<file path="src/rtl/cmdseq_pkg.sv">
package cmdseq_pkg;

  typedef enum logic [3:0] {
    M_IDLE,
    M_PIN_WR,
    M_PIN_RD,
    M_PIN_DIR,
    M_PER_WR,
    M_PER_RD,
    M_DELAY,
    M_PWM_ON,
    M_PWM_OFF,
    M_PTR,
    M_REG_WR,
    M_REG_RD
  } mode_e;

  typedef enum logic [2:0] {
    S_RUN,
    S_PER,
    S_BURST,
    S_HALT
  } state_e;

  localparam logic [7:0] OP_PIN_WR  = 8'h00;
  localparam logic [7:0] OP_PIN_RD  = 8'h01;
  localparam logic [7:0] OP_PIN_DIR = 8'h02;
  localparam logic [7:0] OP_PER_WR  = 8'h03;
  localparam logic [7:0] OP_PER_RD  = 8'h04;
  localparam logic [7:0] OP_DELAY   = 8'h05;
  localparam logic [7:0] OP_PWM_ON  = 8'h06;
  localparam logic [7:0] OP_PWM_OFF = 8'h07;
  localparam logic [7:0] OP_CAP_GO  = 8'h09;
  localparam logic [7:0] OP_CAP_END = 8'h0A;
  localparam logic [7:0] OP_PTR     = 8'h0B;
  localparam logic [7:0] OP_REG_WR  = 8'h0C;
  localparam logic [7:0] OP_REG_RD  = 8'h0D;
  localparam logic [7:0] OP_HALT    = 8'h0F;

endpackage

</file>
<file path="src/rtl/cmdseq_decode.sv">
module cmdseq_decode
  import cmdseq_pkg::*;
(
  input  logic [7:0] opcode,
  output mode_e      mode,
  output logic       cap_go,
  output logic       cap_end,
  output logic       halt_req
);

  always_comb begin
    mode     = M_IDLE;
    cap_go   = 1'b0;
    cap_end  = 1'b0;
    halt_req = 1'b0;
    case (opcode)
      OP_PIN_WR:  mode = M_PIN_WR;
      OP_PIN_RD:  mode = M_PIN_RD;
      OP_PIN_DIR: mode = M_PIN_DIR;
      OP_PER_WR:  mode = M_PER_WR;
      OP_PER_RD:  mode = M_PER_RD;
      OP_DELAY:   mode = M_DELAY;
      OP_PWM_ON:  mode = M_PWM_ON;
      OP_PWM_OFF: mode = M_PWM_OFF;
      OP_PTR:     mode = M_PTR;
      OP_REG_WR:  mode = M_REG_WR;
      OP_REG_RD:  mode = M_REG_RD;
      OP_CAP_GO:  cap_go = 1'b1;
      OP_CAP_END: cap_end = 1'b1;
      OP_HALT:    halt_req = 1'b1;
      default:    mode = M_IDLE;
    endcase
  end

  // a word that is not a known opcode never raises more than one action
  always_comb begin
    a_one_action_r13: assert ($countones({cap_go, cap_end, halt_req}) <= 1);
  end

endmodule

</file>
<file path="src/rtl/cmdseq_regfile.sv">
module cmdseq_regfile #(
  parameter int DATA_W = 16,
  parameter int DEPTH  = 16,
  parameter int PINS   = 8,
  localparam int PTR_W = $clog2(DEPTH)
) (
  input  logic              clk,
  input  logic              rst_n,
  input  logic              ptr_load,
  input  logic [PTR_W-1:0]  ptr_val,
  input  logic              wr_en,
  input  logic [DATA_W-1:0] wr_data,
  input  logic              rd_step,
  output logic [DATA_W-1:0] rd_data,
  output logic [PINS-1:0]   cfg_oe,
  output logic [PINS-1:0]   cfg_od,
  output logic              cfg_pull
);

  logic [DATA_W-1:0] mem [DEPTH];
  logic [PTR_W-1:0]  ptr;
  logic [PTR_W-1:0]  ptr_nxt;

  assign ptr_nxt = (ptr == PTR_W'(DEPTH - 1)) ? '0 : ptr + 1'b1;

  always_ff @(posedge clk or negedge rst_n) begin
    if (!rst_n) begin
      ptr <= '0;
    end else if (ptr_load) begin
      ptr <= ptr_val;
    end else if (wr_en || rd_step) begin
      ptr <= ptr_nxt;
    end
  end

  for (genvar gi = 0; gi < DEPTH; gi++) begin : g_entry
    always_ff @(posedge clk or negedge rst_n) begin
      if (!rst_n) begin
        mem[gi] <= '0;
      end else if (wr_en && ptr == PTR_W'(gi)) begin
        mem[gi] <= wr_data;
      end
    end
  end

  assign rd_data  = mem[ptr];
  assign cfg_oe   = mem[0][PINS-1:0];
  assign cfg_od   = mem[1][PINS-1:0];
  assign cfg_pull = mem[2][0];

  // a write lands at the pointer it was issued against
  p_write_lands_r8: assert property (@(posedge clk) disable iff (!rst_n)
    wr_en |=> mem[$past(ptr)] == $past(wr_data));

  // the pointer steps by one and wraps after the last entry
  p_ptr_wrap_r8: assert property (@(posedge clk) disable iff (!rst_n)
    (wr_en && !ptr_load && $past(rst_n)) |=>
      ptr == (($past(ptr) == PTR_W'(DEPTH - 1)) ? '0 : $past(ptr) + 1'b1));

endmodule

</file>
<file path="src/rtl/cmdseq_timer.sv">
module cmdseq_timer #(
  parameter int W = 16
) (
  input  logic         clk,
  input  logic         rst_n,
  input  logic         load,
  input  logic [W-1:0] len,
  output logic         busy
);

  logic [W-1:0] cnt;

  always_ff @(posedge clk or negedge rst_n) begin
    if (!rst_n) begin
      cnt <= '0;
    end else if (load) begin
      cnt <= len;
    end else if (cnt != '0) begin
      cnt <= cnt - 1'b1;
    end
  end

  assign busy = (cnt != '0);

  // a wait is never restarted while one is running
  p_no_reload_r5: assert property (@(posedge clk) disable iff (!rst_n)
    busy |-> !load);

  // a running wait counts down by exactly one per cycle
  p_count_down_r5: assert property (@(posedge clk) disable iff (!rst_n)
    (busy && !load) |=> cnt == $past(cnt) - 1'b1);

endmodule

</file>
<file path="src/rtl/cmdseq_top.sv">
module cmdseq_top
  import cmdseq_pkg::*;
#(
  parameter int DATA_W = 16,
  parameter int PINS   = 8,
  parameter int REGS   = 16,
  localparam int WORD_W = DATA_W + 1
) (
  input  logic              clk,
  input  logic              rst_n,
  input  logic              in_valid,
  output logic              in_ready,
  input  logic [WORD_W-1:0] in_word,
  output logic              out_valid,
  input  logic              out_ready,
  output logic [DATA_W-1:0] out_data,
  input  logic [PINS-1:0]   pin_in,
  output logic              pin_wr_valid,
  output logic [PINS-1:0]   pin_wr_data,
  output logic              pin_dir_valid,
  output logic [PINS-1:0]   pin_dir_data,
  output logic              per_valid,
  input  logic              per_ready,
  output logic              per_read,
  output logic [DATA_W-1:0] per_data,
  input  logic [DATA_W-1:0] per_rdata,
  output logic              pwm_on_valid,
  output logic              pwm_off_valid,
  output logic [DATA_W-1:0] pwm_period,
  output logic              la_start,
  output logic              la_stop,
  output logic              halted,
  input  logic              resume,
  output logic [PINS-1:0]   pin_oe,
  output logic [PINS-1:0]   pin_od,
  output logic              pullup_en
);

  localparam int PTR_W = $clog2(REGS);
  localparam int CNT_W = PTR_W + 1;

  state_e            state;
  mode_e             mode;
  mode_e             dec_mode;
  logic              dec_go, dec_end, dec_halt;
  logic              accept, is_cmd;
  logic [DATA_W-1:0] dword;
  logic              wait_busy;
  logic              slot_free;
  logic [CNT_W-1:0]  burst_left;
  logic [DATA_W-1:0] rf_rd;
  logic              rf_ptr_load, rf_wr, rf_step, tm_load;

  assign is_cmd    = in_word[WORD_W-1];
  assign dword     = in_word[DATA_W-1:0];
  assign in_ready  = (state == S_RUN) && !wait_busy && !out_valid;
  assign accept    = in_valid && in_ready;
  assign slot_free = !out_valid || out_ready;
  assign halted    = (state == S_HALT);

  assign rf_ptr_load = accept && !is_cmd && (mode == M_PTR);
  assign rf_wr       = accept && !is_cmd && (mode == M_REG_WR);
  assign rf_step     = (state == S_BURST) && slot_free;
  assign tm_load     = accept && !is_cmd && (mode == M_DELAY);

  cmdseq_decode u_dec (
    .opcode   (in_word[7:0]),
    .mode     (dec_mode),
    .cap_go   (dec_go),
    .cap_end  (dec_end),
    .halt_req (dec_halt)
  );

  cmdseq_regfile #(.DATA_W(DATA_W), .DEPTH(REGS), .PINS(PINS)) u_rf (
    .clk      (clk),
    .rst_n    (rst_n),
    .ptr_load (rf_ptr_load),
    .ptr_val  (dword[PTR_W-1:0]),
    .wr_en    (rf_wr),
    .wr_data  (dword),
    .rd_step  (rf_step),
    .rd_data  (rf_rd),
    .cfg_oe   (pin_oe),
    .cfg_od   (pin_od),
    .cfg_pull (pullup_en)
  );

  cmdseq_timer #(.W(DATA_W)) u_tm (
    .clk   (clk),
    .rst_n (rst_n),
    .load  (tm_load),
    .len   (dword),
    .busy  (wait_busy)
  );

  always_ff @(posedge clk or negedge rst_n) begin
    if (!rst_n) begin
      state         <= S_RUN;
      mode          <= M_IDLE;
      out_valid     <= 1'b0;
      out_data      <= '0;
      per_valid     <= 1'b0;
      per_read      <= 1'b0;
      per_data      <= '0;
      burst_left    <= '0;
      pin_wr_valid  <= 1'b0;
      pin_wr_data   <= '0;
      pin_dir_valid <= 1'b0;
      pin_dir_data  <= '0;
      pwm_on_valid  <= 1'b0;
      pwm_off_valid <= 1'b0;
      pwm_period    <= '0;
      la_start      <= 1'b0;
      la_stop       <= 1'b0;
    end else begin
      pin_wr_valid  <= 1'b0;
      pin_dir_valid <= 1'b0;
      pwm_on_valid  <= 1'b0;
      pwm_off_valid <= 1'b0;
      la_start      <= 1'b0;
      la_stop       <= 1'b0;
      if (out_valid && out_ready) out_valid <= 1'b0;

      case (state)
        S_RUN: begin
          if (accept && is_cmd) begin
            mode     <= dec_mode;
            la_start <= dec_go;
            la_stop  <= dec_end;
            if (dec_halt) state <= S_HALT;
          end else if (accept) begin
            case (mode)
              M_PIN_WR: begin
                pin_wr_valid <= 1'b1;
                pin_wr_data  <= dword[PINS-1:0];
              end
              M_PIN_DIR: begin
                pin_dir_valid <= 1'b1;
                pin_dir_data  <= dword[PINS-1:0];
              end
              M_PIN_RD: begin
                out_valid <= 1'b1;
                out_data  <= {{(DATA_W-PINS){1'b0}}, pin_in};
              end
              M_PER_WR, M_PER_RD: begin
                per_valid <= 1'b1;
                per_read  <= (mode == M_PER_RD);
                per_data  <= dword;
                state     <= S_PER;
              end
              M_PWM_ON: begin
                pwm_on_valid <= 1'b1;
                pwm_period   <= dword;
              end
              M_PWM_OFF: begin
                pwm_off_valid <= 1'b1;
                pwm_period    <= dword;
              end
              M_REG_RD: begin
                if (dword[CNT_W-1:0] != '0) begin
                  burst_left <= dword[CNT_W-1:0];
                  state      <= S_BURST;
                end
              end
              default: ;
            endcase
          end
        end
        S_PER: begin
          if (per_ready) begin
            per_valid <= 1'b0;
            state     <= S_RUN;
            if (per_read) begin
              out_valid <= 1'b1;
              out_data  <= per_rdata;
            end
          end
        end
        S_BURST: begin
          if (slot_free) begin
            out_valid  <= 1'b1;
            out_data   <= rf_rd;
            burst_left <= burst_left - 1'b1;
            if (burst_left == CNT_W'(1)) state <= S_RUN;
          end
        end
        S_HALT: begin
          if (resume) state <= S_RUN;
        end
        default: state <= S_RUN;
      endcase
    end
  end

  // a held result does not move until it is taken
  p_out_hold_r14: assert property (@(posedge clk) disable iff (!rst_n)
    (out_valid && !out_ready) |=> out_valid && $stable(out_data));

  // no word is taken while a result waits
  p_no_take_with_result_r14: assert property (@(posedge clk) disable iff (!rst_n)
    out_valid |-> !in_ready);

  // an open transfer keeps its payload until accepted
  p_per_hold_r4: assert property (@(posedge clk) disable iff (!rst_n)
    (per_valid && !per_ready) |=> per_valid && $stable(per_data) && $stable(per_read));

  // a completed read transfer yields a result next cycle
  p_per_result_r4: assert property (@(posedge clk) disable iff (!rst_n)
    (per_valid && per_ready && per_read) |=> out_valid && out_data == $past(per_rdata));

  // nothing is consumed while halted
  p_halt_blocks_r12: assert property (@(posedge clk) disable iff (!rst_n)
    halted |-> !in_ready);

  // side-effect strobes never overlap
  p_strobe_onehot_r2: assert property (@(posedge clk) disable iff (!rst_n)
    $onehot0({pin_wr_valid, pin_dir_valid, pwm_on_valid, pwm_off_valid, la_start, la_stop}));

endmodule

</file>
<file path="config.mk">
export PLATFORM = sky130hd
export DESIGN_NAME = cmdseq_top
export DESIGN_NICKNAME = d
export VERILOG_FILES = /design/src/rtl/cmdseq_pkg.sv /design/src/rtl/cmdseq_decode.sv /design/src/rtl/cmdseq_regfile.sv /design/src/rtl/cmdseq_timer.sv /design/src/rtl/cmdseq_top.sv
export SDC_FILE = /design/constraint.sdc
export NUM_CORES = 1
export LEC_CHECK = 0
export BUFFER_PORTS_ARGS = -buffer_cell sky130_fd_sc_hd__buf_2
export CAP_MARGIN = 20
export CORE_ASPECT_RATIO = 0.75
export CORE_MARGIN = 10
export CORE_UTILIZATION = 43
export DETAILED_ROUTE_END_ITERATION = 6
export PLACE_DENSITY = 0.57
export SETUP_SLACK_MARGIN = 0.02
export SYNTH_ARGS = -nofsm -noshare
export SYNTH_HDL_FRONTEND = slang
export SYNTH_SLANG_ARGS = --single-unit
</file>
<file path="constraint.sdc">
create_clock -name clk -period 4 [get_ports clk]
set_input_delay 0.4 -clock clk [delete_from_list [all_inputs] [get_ports clk]]
set_output_delay 0.4 -clock clk [all_outputs]
set_load 0.005 [all_outputs]
</file>
Word-level counts from Yosys, hierarchy flattened
Cells that the tools add are included.
{"block": "totals", "mem_bits_rw": 0, "latchBits": 0, "rom_bits": 0, "reg_bits": 361, "mem_count": 0, "elab_cells": 219}
{"block": "classes", "reduce_logical": 52, "add_sub_neg": 3, "eq_ne": 58, "order_cmp": 1, "mux": 68, "n_shift": 0, "div": 0, "bitwise": 2, "mul": 0}
{"operator": "16-bit two-way mux", "count": 10}
{"operator": "16-bit binary-select mux with 4-bit select", "count": 1}
{"operator": "4-bit equality test (second input constant)", "count": 12}
{"operator": "8-bit by 4-bit equality test with 1-bit output (second input constant)", "count": 6}
{"operator": "16-bit case mux with 3 select lines", "count": 1}
{"operator": "4-bit case mux with 11 select lines", "count": 1}
{"operator": "1-bit two-way mux", "count": 34}
{"operator": "4-bit by 3-bit equality test with 1-bit output (second input constant)", "count": 8}
{"operator": "8-bit by 3-bit equality test with 1-bit output (second input constant)", "count": 4}
{"operator": "1-bit logical AND", "count": 26}
{"operator": "5-bit two-way mux", "count": 5}
{"operator": "3-bit two-way mux", "count": 8}
{"operator": "4-bit by 2-bit equality test with 1-bit output (second input constant)", "count": 4}
{"operator": "8-bit by 2-bit equality test with 1-bit output (second input constant)", "count": 2}
{"operator": "4-bit AND reduction", "count": 4}
{"operator": "16-bit nonzero test", "count": 1}
{"operator": "16-bit by 1-bit subtractor with 16-bit output (second input constant)", "count": 1}
{"operator": "4-bit two-way mux", "count": 3}
{"operator": "2-bit by 1-bit != test with 1-bit output (second input constant)", "count": 6}
{"operator": "3-bit case mux with 4 select lines", "count": 1}
{"operator": "2-bit != test (second input constant)", "count": 5}
{"operator": "5-bit case mux with 2 select lines", "count": 1}
{"operator": "4-bit by 1-bit equality test with 1-bit output (second input constant)", "count": 2}
{"operator": "8-bit by 1-bit equality test with 1-bit output (second input constant)", "count": 1}
{"operator": "other kinds (29)", "count": 37}

Longest topological paths before layout
Gate-level depths: netlist of run 1.
{"block": "depth", "depth_word": 10, "depth_mapped": 10, "depth_no_buf": 7}

By module
From an unflattened synthesis of run 1, not the netlist that was laid out.
{"block": "hier_totals", "hier_cells": 1217, "hier_area_um2": 17277.8}
{"mod": "cmdseq_regfile", "area_each_um2": 12253.0, "seq_area_each_um2": 6506.2, "cells_per_inst": 755, "n_inst": 1}
{"mod": "cmdseq_top", "area_each_um2": 3900.0, "seq_area_each_um2": 2102.0, "cells_per_inst": 335, "n_inst": 1}
{"mod": "cmdseq_timer", "area_each_um2": 964.7, "seq_area_each_um2": 400.4, "cells_per_inst": 102, "n_inst": 1}
{"mod": "cmdseq_decode", "area_each_um2": 160.2, "seq_area_each_um2": 0.0, "cells_per_inst": 25, "n_inst": 1}

Least setup slack after synthesis of run 1
Ideal clock, no wire load.
{"block": "synth_path", "path_kind": "register to register", "start": "register u_rf.ptr[0]", "end": "register u_rf.mem (netlist bit u_rf.cfg_oe[6])", "t_required_ns": 3.875, "setup_ns": 0.125, "t_arrival_ns": 2.656, "slack_ns": 1.219, "stages_incl_launch_ff": 11, "synth_period_minus_slack_ns": 2.781, "cell_sequence": "dfrtp_1 -> clkbuf_1 -> buf_2 -> buf_2 -> clkbuf_1 -> inv_1 -> ha_1 -> and3_1 -> clkbuf_1 -> buf_2 -> mux2_2"}
{"block": "synth_between", "elab_chain_cells": 2}
{"element": "start: declaration", "line": "cmdseq_regfile.sv:21", "rtl": "logic [PTR_W-1:0] ptr;"}
{"element": "start signal: assignment", "line": "cmdseq_regfile.sv:30", "rtl": "ptr <= ptr_val;"}
{"element": "start signal: assignment", "line": "cmdseq_regfile.sv:32", "rtl": "ptr <= ptr_nxt;"}
{"element": "4-bit zero test", "line": "cmdseq_regfile.sv:40", "rtl": "end else if (wr_en && ptr == PTR_W'(gi)) begin"}
{"element": "1-bit logical AND", "line": "cmdseq_regfile.sv:40"}
{"element": "end signal: indexed assignment", "line": "cmdseq_regfile.sv:41", "rtl": "mem[gi] <= wr_data;"}
{"element": "end: declaration", "line": "cmdseq_regfile.sv:20", "rtl": "logic [DATA_W-1:0] mem [DEPTH];"}
Every way passes these cells.
A chain may end at the register's enable or synchronous reset.

Worst setup path after layout of run 1
{"block": "layout_path", "start": "register state[0]", "end": "register u_rf.mem[78] (netlist name)"}
{"block": "layout_between", "elab_chain_cells": 7}
{"element": "start: declaration", "line": "cmdseq_top.sv:42", "rtl": "state_e state;"}
{"element": "start signal: assignment", "line": "cmdseq_top.sv:98", "rtl": "state <= S_RUN;"}
{"element": "start signal: assignment", "line": "cmdseq_top.sv:130", "rtl": "if (dec_halt) state <= S_HALT;"}
{"element": "start signal: assignment", "line": "cmdseq_top.sv:149", "rtl": "state <= S_PER;"}
{"element": "3-bit zero test", "line": "cmdseq_top.sv:56", "rtl": "assign in_ready = (state == S_RUN) && !wait_busy && !out_valid;"}
{"element": "1-bit logical AND (2 in series)", "line": "cmdseq_top.sv:56"}
{"element": "1-bit logical AND", "line": "cmdseq_top.sv:57", "rtl": "assign accept = in_valid && in_ready;"}
{"element": "1-bit logical AND (2 in series)", "line": "cmdseq_top.sv:62", "rtl": "assign rf_wr = accept && !is_cmd && (mode == M_REG_WR);"}
{"element": "1-bit logical AND", "line": "cmdseq_regfile.sv:40"}
Every way passes these cells.

==> results of run 1 <==
cell usage after synthesis (17+ instances only):
| library cell | number |
|---|---|
| buf_1 | 19 |
| nand2_1 | 79 |
| inv_1 | 17 |
| dfrtp_1 | 360 |
| buf_2 | 20 |
| mux4_2 | 43 |
| clkbuf_1 | 63 |
| o21ai_0 | 32 |
| mux2_2 | 279 |
| nand3_1 | 18 |
| a21oi_1 | 23 |
| mux2i_1 | 41 |
| nor2_1 | 34 |
| mux2_4 | 30 |
registers in the layout, summed over array words and instances, names as in the netlist, 5 cells and up:
register / count
out_data: 16
u_rf.cfg_od: 8
u_rf.cfg_oe: 8
u_tm.cnt: 16
pin_wr_data: 8
pin_dir_data: 8
burst_left: 5
u_rf.mem: 239
pwm_period: 16
per_data: 16
per-layer routing:
metal / track usage / up-vias / share of wire
met4: 0.0388 / 0 / 0.014
met3: 0.0367 / 47 / 0.053
li1: - / 4931 / -
met2: 0.292 / 255 / 0.46
met5: 0 / - / 0
met1: 0.272 / 5797 / 0.48
path summary, 6_finish.rpt:
path                        startpoint       endpoint  depth (start not counted)
max in group asynchronous        rst_n  u_rf.mem[237]                          3
min reg2reg                out_data[0]    out_data[0]                          2
max                           state[0]   u_rf.mem[78]                          8
min                          pin_in[0]    out_data[0]                          3
min in group asynchronous        rst_n  pwm_period[3]                          2
max reg2reg                   state[0]   u_rf.mem[78]                          8
worst max-delay path: stages (launching register included):
cell and delay [ps]:
dfrtp_1 420, inv_1 120, ha_1 450, and4bb_2 380, nand4_4 160, or3_1 660, nor4_4 370, buf_4 360
mux2_2 380
kinds of logic (layout without fill, tap and decap cells):
kind of cell,count (synthesis),in the layout,synth area share
AOI/OAI and AO/OA,140,140,0.0561
xor gates and xnor gates,14,14,0.00712
adders and majority gates,12,12,0.00872
buffers and inverters,140,262,0.0372
DFF,360,360,0.523
muxes,393,393,0.289
and+or+nand+nor,240,240,0.0786
power groups by stage:
stage | clock [mW] | combinational (mW) | sequential (mW)
finish | 3.46 | 1.51 | 3.92
global route | 3.71 | 1.64 | 3.94
CTS | 3.55 | 1.52 | 3.92
detailed placement | 0 | 1.51 | 3.99
global placement | 0 | 1.51 | 3.98
floorplan | 0 | 1.02 | 3.89
cell type report:
type                            count  area [µm²]
Clock buffer                       59        1150
Clock inverter                     11        75.1
Fill cell                        3420       20000
Inverter                           18        67.6
Multi-Input combinational cell    799        7560
Sequential cell                   360        9010
Tap cell                          520         651
Timing Repair Buffer              174        1010
through the flow:
stage	instance area [µm²]	power, mW	cells
final	19500	8.89	1941
after global routing	19500	9.29	1941
after CTS	19500	8.99	1941
after detailed placement	18300	5.50	1870
after global placement	18300	5.49	1870
after floorplan	17200	4.91	1299
==> metrics.txt, run 1 <==
critical path class=reg2reg; Setup Fix Bufs, Post-CTS=0; final hold violation count=0; Period minus WS final=around 3400 ps; final core occ=0.495; Diodes inserted=0; Critical Path Source Type=register; most common cell after layout, fill and taps aside=dfrtp_1; Leakage=a little under 10 nW; Reg clk slew, reported paths=roughly 60 ps; GRT Overall Usage=0.190; Initial Utilization=0.436; largest cells by area after synthesis=dfrtp_1 52%, mux2_2 18%, mux4_2 5.6%; EDFF count, synth=0; yosys warns=0; Net Sw Power=2.57 mW; Die Wd=approximately 250 µm; CTS buffer count=39; crit path DAT=around 3800 ps; # DRC=0; pre-CTS setup slack=642 ps; Setup crit end kind=register; fin crit share=0.855; ratio of cells with drive above 1 in the final layout=0.433; fmax=292 MHz; syn avg cell area=13.2 µm²; min-delay worst type=in2reg; Post-Syn Nets=1,358; dpl hpwl=30,200 µm; Core Footprint=about 39,000 µm²; initial antenna violation count=0; cts hold-fix bufs=1; required time worst endpoint=~4400 ps; Gate power share=0.169; IO Pins=between 100 and 150; CP Max Fanout=16; initial DRC count=724; Final Max Tran Viols=0; Rows=between 60 and 70; TritonRoute pass-1 iters=5; routed len/inst=about 24 µm; RSZ-0062 raised after global routing=no; final setup margin=579 ps; status=finished clean; Final ANT Viol Nets=0; sequential area share after synthesis=0.523; CTS tree=built; switching share of total power=0.289; first-pass GRT wire length=just over 70,000 µm; Pwr Density=approximately 450 nW/µm²; via count=~11,000; Primary FF master, synth=dfrtp_1; chip height=~190 µm; ys async rst share=1.00; Post-Syn Instances=roughly 1,300; CTS Buffer Depth=3; # clock sinks=360; H-tree Lvls=2; reg-to-reg setup timing slack=580 ps; Placer Congestion=between 0.8 and 0.9; post-synth cell types=69; Post-Route Setup TNS=0 ps; largest net degree at the start of global routing=93; Clk network pwr share=0.390; CTS root buf=clkbuf_16; top cell type by total area after synthesis=dfrtp_1; Worst Tran Pin Value=1030 ps; via/cell ratio=5.68; clock skew=approximately 23 ps; synthesized area=around 17,000 µm²; hold_ws=between 100 and 150 ps; Die Area=48,500 µm²; Clk Latency, worst-skew pair=roughly 550 ps; max_cap viols=0; nets@finish=~1,500; commonest cells after routing, fill and taps aside=358 x dfrtp_1, 279 x mux2_2, 137 x buf_2, 79 x nand2_1, 43 x mux4_2; Final setup viols=0; drt total wl=between 40,000 and 50,000 µm; Internal=about 6.3 mW; sequential share of power=0.441; area delta synth->final=13.5%; synthesis-stage register bit count=360; slew margin rel.=0.313; Yosys top cell area share=0.523; Port Buffers=about 140; total grt overflow=0; # resized after CTS=0; Max IR drop VDD=0.000349 V; number of global-route vias before repair=between 10,000 and 15,000
Power figures use the tool's default switching activity.
==> run 2: changes to the inputs <==
--- a/config.mk
+++ b/config.mk
@@ -7,12 +7,15 @@
 export LEC_CHECK = 0
 export BUFFER_PORTS_ARGS = -buffer_cell sky130_fd_sc_hd__buf_2
 export CAP_MARGIN = 20
+export CELL_PAD_IN_SITES_DETAIL_PLACEMENT = 0
+export CELL_PAD_IN_SITES_GLOBAL_PLACEMENT = 2
 export CORE_ASPECT_RATIO = 0.75
 export CORE_MARGIN = 10
 export CORE_UTILIZATION = 43
 export DETAILED_ROUTE_END_ITERATION = 6
-export PLACE_DENSITY = 0.57
+export PLACE_DENSITY = 0.77
 export SETUP_SLACK_MARGIN = 0.02
 export SYNTH_ARGS = -nofsm -noshare
 export SYNTH_HDL_FRONTEND = slang
+export SYNTH_HIERARCHICAL = 1
 export SYNTH_SLANG_ARGS = --single-unit
==> run 2 against run 1 <==
Worst setup slack worse by 310 ps. Hold slack improved by 7.1 ps. Utilization is 0.33 points lower. Non-clock buffer count is 8 lower. Clock power about the same. Cell count fell by 3.9%. Area after synthesis is 0.39% higher. Wire length down 3.8%. Critical path depth rose by 5. Synthesized cell count decreased by 6.3%. Via count down 4.6%. First-iteration DRC count decreased by 1.5%. Critical path type unchanged.
==> metrics.txt, run 2 <==
via/cell ratio=5.64 (-0.78%); top cell type by total area after synthesis=dfrtp_1; pre-CTS setup slack=263 ps (-379 ps); Setup Fix Bufs, Post-CTS=0 (unchanged); syn avg cell area=14.2 µm² (+7.1%); total grt overflow=0 (unchanged); final setup margin=268 ps (-311 ps); Post-Route Setup TNS=0 ps (unchanged); max reg flops=239 (unchanged); Clk Latency, worst-skew pair=540 ps (about the same); Final setup viols=0 (unchanged); via count=10,521 (-4.6%); commonest cells after routing, fill and taps aside=358 x dfrtp_1, 190 x mux2_2, 137 x buf_2, 77 x nand2_1, 70 x mux2_1; EDFF count, synth=0 (unchanged); Final Max Tran Viols=0 (unchanged); CP Max Fanout=16 (unchanged); IO Pins=139 (unchanged); Reg clk slew, reported paths=70 ps (about the same); Reg with most FFs=u_rf/mem; final hold violation count=0 (unchanged); H-tree Lvls=2 (unchanged); reg-to-reg setup timing slack=270 ps (-310 ps); Placer Congestion=0.787 (-9.3%); dpl hpwl=29,800 µm (-1.1%); fmax=268 MHz (-8.3%); Setup crit end kind=register; CTS Buffer Depth=3 (unchanged); Yosys top cell area share=0.521 (-0.00201); crit path DAT=4140 ps (+300 ps); area delta synth->final=12.5%; sequential area share after synthesis=0.521 (-0.00201); Leakage=9.77 nW (+0.34%); RSZ-0062 raised after global routing=no; Net Sw Power=2.77 mW (+7.9%); Max IR drop VDD=0.000318 V (-8.8%); drt total wl=44,700 µm (-3.8%); slew margin rel.=0.270 (-0.0424); max_cap viols=0 (unchanged); clock skew=15.4 ps (-7.95 ps); CTS root buf=clkbuf_16; Port Buffers=138 (unchanged); Critical Path Source Type=register; # clock sinks=360 (unchanged); switching share of total power=0.302 (+0.0134); synthesis-stage register bit count=360 (unchanged); status=finished clean; Worst Tran Pin Value=1090 ps (+63.6 ps); first-pass GRT wire length=70,600 µm (-2.8%); post-synth cell types=79 (+14%); number of global-route vias before repair=11,022 (-3.6%); nets@finish=1,378 (-5.0%); Pwr Density=471 nW/µm² (+3.6%); sequential share of power=0.432 (-0.009); Gate power share=0.191 (+0.022); Initial Utilization=0.437 (+0.000808); ratio of cells with drive above 1 in the final layout=0.419 (-0.0142); chip height=194 µm (+0.17%); Core Footprint=39,600 µm² (+0.20%); Post-Syn Instances=1,217 (-6.3%); Worst R2R Path Depth=13 (+5); CTS buffer count=37 (-5.1%); final core occ=0.491 (-0.00329); largest net degree at the start of global routing=106 (+14%); Final Cell Area=19,400 µm² (-0.47%); synthesized area=17,300 µm² (+0.39%); Post-Syn Nets=1,276 (-6.0%); Primary FF master, synth=dfrtp_1; yosys warns=6 (+6); fin crit share=0.933 (+0.0777); initial antenna violation count=1 (+1); GRT Overall Usage=0.185 (-0.00494); critical path class=reg2reg; hold depth=3 (unchanged); routed len/inst=23.9 µm (about the same); CTS tree=built; TritonRoute pass-1 iters=6 (+1); # resized after CTS=0 (unchanged); largest cells by area after synthesis=dfrtp_1 52%, mux2_2 12%, mux4_2 8.3%; most common cell after layout, fill and taps aside=dfrtp_1; min-delay worst type=in2reg; placed cell areas=18,200 µm² (-0.27%); required time worst endpoint=4410 ps (about the same); commonest cells in the netlist=360 x dfrtp_1, 190 x mux2_2, 77 x nand2_1, 70 x mux2_1, 64 x mux4_2; Die Area=48,700 µm² (+0.35%); most numerous cell in the Yosys netlist=dfrtp_1; Rows=63 (unchanged); ys async rst share=1.00 (unchanged); Period minus WS final=3730 ps (+311 ps); Internal=6.40 mW (+1.2%); # DRC=0 (unchanged); Final ANT Viol Nets=0 (unchanged); Die Wd=251 µm (+0.18%); Clk network pwr share=0.377 (-0.013); initial DRC count=713 (-1.5%)
## run 2: cell types whose count changed in the layout (fill, tap and decap cells not counted), sizes merged, moves of 9 or more
cell   before  now
mux4       43   64
mux2i      41    4
o21ai      32   50
a21oi      23   14
nor2       36   20
a22oi      14   41
## run 2: repair_timing
item	4_1_cts	5_1_grt
endpoints found under the setup margin	0	0
endpoints found under the hold margin	72	0
hold buffers	1	0
## run 2: cell type report
type / count / area [µm²]
Fill cell: 3522 / 20100
Sequential cell: 360 / 9010
Multi-Input combinational cell: 736 / 7580
Clock buffer: 54 / 1040
Timing Repair Buffer: 166 / 951
Tap cell: 520 / 651
Clock inverter: 11 / 143
Inverter: 18 / 67.6
Antenna cell: 1 / 2.50
## run 2: final timing paths
| path | startpoint | to |
|---|---|---|
| hold / removal | pin_in[6] | out_data[6] |
| max in group asynchronous | rst_n | u_rf/mem[191] |
| setup reg to reg | u_tm/cnt[0] | u_rf/mem[21] |
| hold reg to reg | out_data[8] | out_data[8] |
| setup / recovery | u_tm/cnt[0] | u_rf/mem[21] |
| min in group asynchronous | rst_n | u_rf/mem[58] |
## run 2: metrics by stage
stage	std cells	power (mW)	hold slack (ps)
final	1866	9.16	147
after global placement	1799	5.80	459
after detailed placement	1799	5.81	469
after global routing	1866	9.61	167
after CTS	1865	9.29	132
after floorplan	1217	5.20	104
## run 2: critical path, cell delays in order, from the launching register on
cell and delay [ps]:
dfrtp_1 400, inv_1 110, ha_1 190, nor3b_4 330
nand4_4 220, nor2_8 200, inv_2 80, and4bb_2 360
nand3b_1 210, nor3_2 270, buf_4 250, buf_4 230
nand3_4 310, mux2_4 410
## run 2: power by group through the flow
stage                     Clock, mW  Combinational, mW  Sequential [mW]
after global routing           3.70               1.92             3.99
after detailed placement          0               1.77             4.03
after floorplan                   0               1.27             3.93
after global placement            0               1.77             4.03
after CTS                      3.55               1.78             3.97
final                          3.45               1.75             3.96
## run 2: layer usage
metal | share of wire | global-route usage | wire length, µm | up-vias
met4 | 0.016 | 0.0381 | 702 | 0
met2 | 0.45 | 0.277 | 19900 | 229
met1 | 0.50 | 0.277 | 22200 | 5560
met3 | 0.042 | 0.0291 | 1860 | 56
li1 | - | - | - | 4676
met5 | 0 | 0 | 0 | -
## run 2: kinds of logic after synthesis
logic type	synth area share
mux	0.297
simple gates	0.0699
xor+xnor	0.00659
flops	0.521
compound gates	0.0556
fa+ha+maj	0.00869
buf+inv	0.0409
==> run 3: changes to the inputs <==
--- a/config.mk
+++ b/config.mk
@@ -13,6 +13,7 @@
 export CORE_MARGIN = 10
 export CORE_UTILIZATION = 43
 export DETAILED_ROUTE_END_ITERATION = 6
+export HOLD_SLACK_MARGIN = 0.15
 export PLACE_DENSITY = 0.77
 export SETUP_SLACK_MARGIN = 0.02
 export SYNTH_ARGS = -nofsm -noshare
==> run 3 against run 2 <==
Sequential power about the same. Cell count increased by 0.21%. Non-clock buffer count increased by 4. Critical path depth unchanged. Combinational power about the same. Clock power about the same. Critical path type unchanged. Critical endpoint is now u_rf/mem[167].
==> metrics.txt, run 3 (same netlist as run 2, synthesis figures left out) <==
pre-CTS setup slack=263 ps (unchanged); Die Wd=251 µm (unchanged); Rows=63 (unchanged); first-pass GRT wire length=70,600 µm (about the same); Period minus WS final=3730 ps (-3.12 ps); cts hold-fix bufs=5 (+4); Final Cell Area=19,500 µm² (+0.21%); required time worst endpoint=4410 ps (about the same); final hold violation count=0 (unchanged); Internal=6.40 mW (about the same); GRT Overall Usage=0.185 (about the same); Clk Latency, worst-skew pair=540 ps (about the same); Finished Layout Cells=1,870 (+0.21%); Port Buffers=138 (unchanged); fillers=3,516 (-0.17%); most common cell after layout, fill and taps aside=dfrtp_1; nets@finish=1,382 (+0.29%); total grt overflow=0 (unchanged); Post-Route Setup TNS=0 ps (unchanged); cell total after placement=1,799 (unchanged); met1 GRT Util=0.277 (about the same); via count=10,523 (+0.019%); crit path DAT=4140 ps (about the same); CTS root buf=clkbuf_16; area of the multi-input gates=7580 µm² (unchanged); dpl hpwl=29,800 µm (unchanged); number of global-route vias before repair=11,040 (+0.16%); switching share of total power=0.302 (about the same); slew margin rel.=0.272 (+0.00235); Max IR drop VDD=0.000319 V (+0.43%); Leakage=9.78 nW (+0.17%); Die Area=48,700 µm² (unchanged); Clk network pwr share=0.377 (about the same); # clock sinks=360 (unchanged); Gate power share=0.191 (about the same); CP Max Fanout=16 (unchanged); Setup crit end kind=register; Reg clk slew, reported paths=70 ps (about the same); chip height=194 µm (unchanged); Initial Utilization=0.437 (unchanged); # DRC=0 (unchanged); FF/Latch Area=9010 µm² (unchanged); critical path class=reg2reg; grt met3 use=0.0291 (unchanged); Worst Tran Pin Value=1090 ps (-3.52 ps); max reg flops=239 (unchanged); TritonRoute pass-1 iters=5 (-1); CTS tree=built; Net Sw Power=2.77 mW (about the same); ratio of cells with drive above 1 in the final layout=0.418 (-0.00124); Reg with most FFs=u_rf/mem; initial DRC count=645 (-9.5%); max_cap viols=0 (unchanged); via/cell ratio=5.63 (-0.19%); Critical Path Source Type=register; status=finished clean; Final ANT Viol Nets=0 (unchanged); routed len/inst=23.9 µm (-0.15%); CTS Buffer Depth=3 (unchanged); RSZ-0062 raised after global routing=no; placed cell areas=18,200 µm² (unchanged); initial antenna violation count=1 (unchanged); drt total wl=44,700 µm (about the same); sequential share of power=0.432 (about the same); min-delay worst type=in2reg; grt met2 use=0.277 (about the same); H-tree Lvls=2 (unchanged); IO Pins=139 (unchanged); fmax=268 MHz (about the same); Most Used Layer, Global Route=met2; CTS buffer count=37 (unchanged); Final Max Tran Viols=0 (unchanged); commonest cells after routing, fill and taps aside=358 x dfrtp_1, 190 x mux2_2, 137 x buf_2, 77 x nand2_1, 70 x mux2_1; largest net degree at the start of global routing=106 (unchanged); # resized after CTS=0 (unchanged); Core Footprint=39,600 µm² (unchanged); fin crit share=0.932 (about the same); Pwr Density=470 nW/µm² (-0.18%); Final setup viols=0 (unchanged); Placer Congestion=0.787 (unchanged); Setup Fix Bufs, Post-CTS=0 (unchanged); area delta synth->final=12.8%; final setup margin=271 ps (+3.12 ps); clock skew=14.3 ps (-1.08 ps)
[run 3: cell count changes in the layout (fill, tap and decap cells not counted), sizes merged]
| cell | previous run | this run |
|---|---|---|
| dlygate4sd3 | 1 | 5 |
[run 3: area by class of cell]
type | count | share of cell area
Timing Repair Buffer | 170 | 0.0509
Clock buffer | 54 | 0.0534
Clock inverter | 11 | 0.00732
Tap cell | 520 | 0.0334
Inverter | 18 | 0.00347
Multi-Input combinational cell | 736 | 0.389
Antenna cell | 1 | 0.000128
Sequential cell | 360 | 0.463
[run 3: power groups by stage]
stage / Sequential (mW) / Clock (mW) / Combinational, mW
final: 3.96 / 3.45 / 1.75
after CTS: 3.97 / 3.55 / 1.78
after global placement: 4.03 / 0 / 1.77
after floorplan: 3.93 / 0 / 1.27
after detailed placement: 4.03 / 0 / 1.77
after global routing: 3.99 / 3.70 / 1.92
[run 3: per-stage QoR]
step / utilization / power [mW] / hold slack, ps
finish: 0.492 / 9.17 / 188
global route: 0.492 / 9.61 / 179
CTS: 0.492 / 9.30 / 168
detailed placement: 0.461 / 5.81 / 469
global placement: 0.461 / 5.80 / 459
floorplan: - / 5.20 / 104
[run 3: worst max-delay path, cell delays in order, from the launching register on]
cell and delay (ps):
dfrtp_1 400, inv_1 110, ha_1 190, nor3b_4 330, nand4_4 220, nor2_8 200
inv_2 80, and4bb_2 360, nand3b_1 210, nor3_2 270, buf_4 250, buf_4 230
nand3_4 290, mux2_1 420
[run 3: layer usage]
layer	vias to the layer above	share of wire
li1	4686	-
met1	5567	0.50
met2	214	0.45
met3	56	0.037
met4	0	0.016
met5	-	0
[run 3: final timing paths]
check | from | end | slack [ps] | depth (start not counted)
setup reg to reg | u_tm/cnt[0] | u_rf/mem[167] | 270 | 13
setup / recovery | u_tm/cnt[0] | u_rf/mem[167] | 270 | 13
min in group asynchronous | rst_n | u_rf/mem[58] | 480 | 2
hold / removal | pin_in[2] | out_data[2] | 190 | 3
hold reg to reg | out_data[8] | out_data[8] | 470 | 2
max in group asynchronous | rst_n | u_rf/mem[191] | 2400 | 3
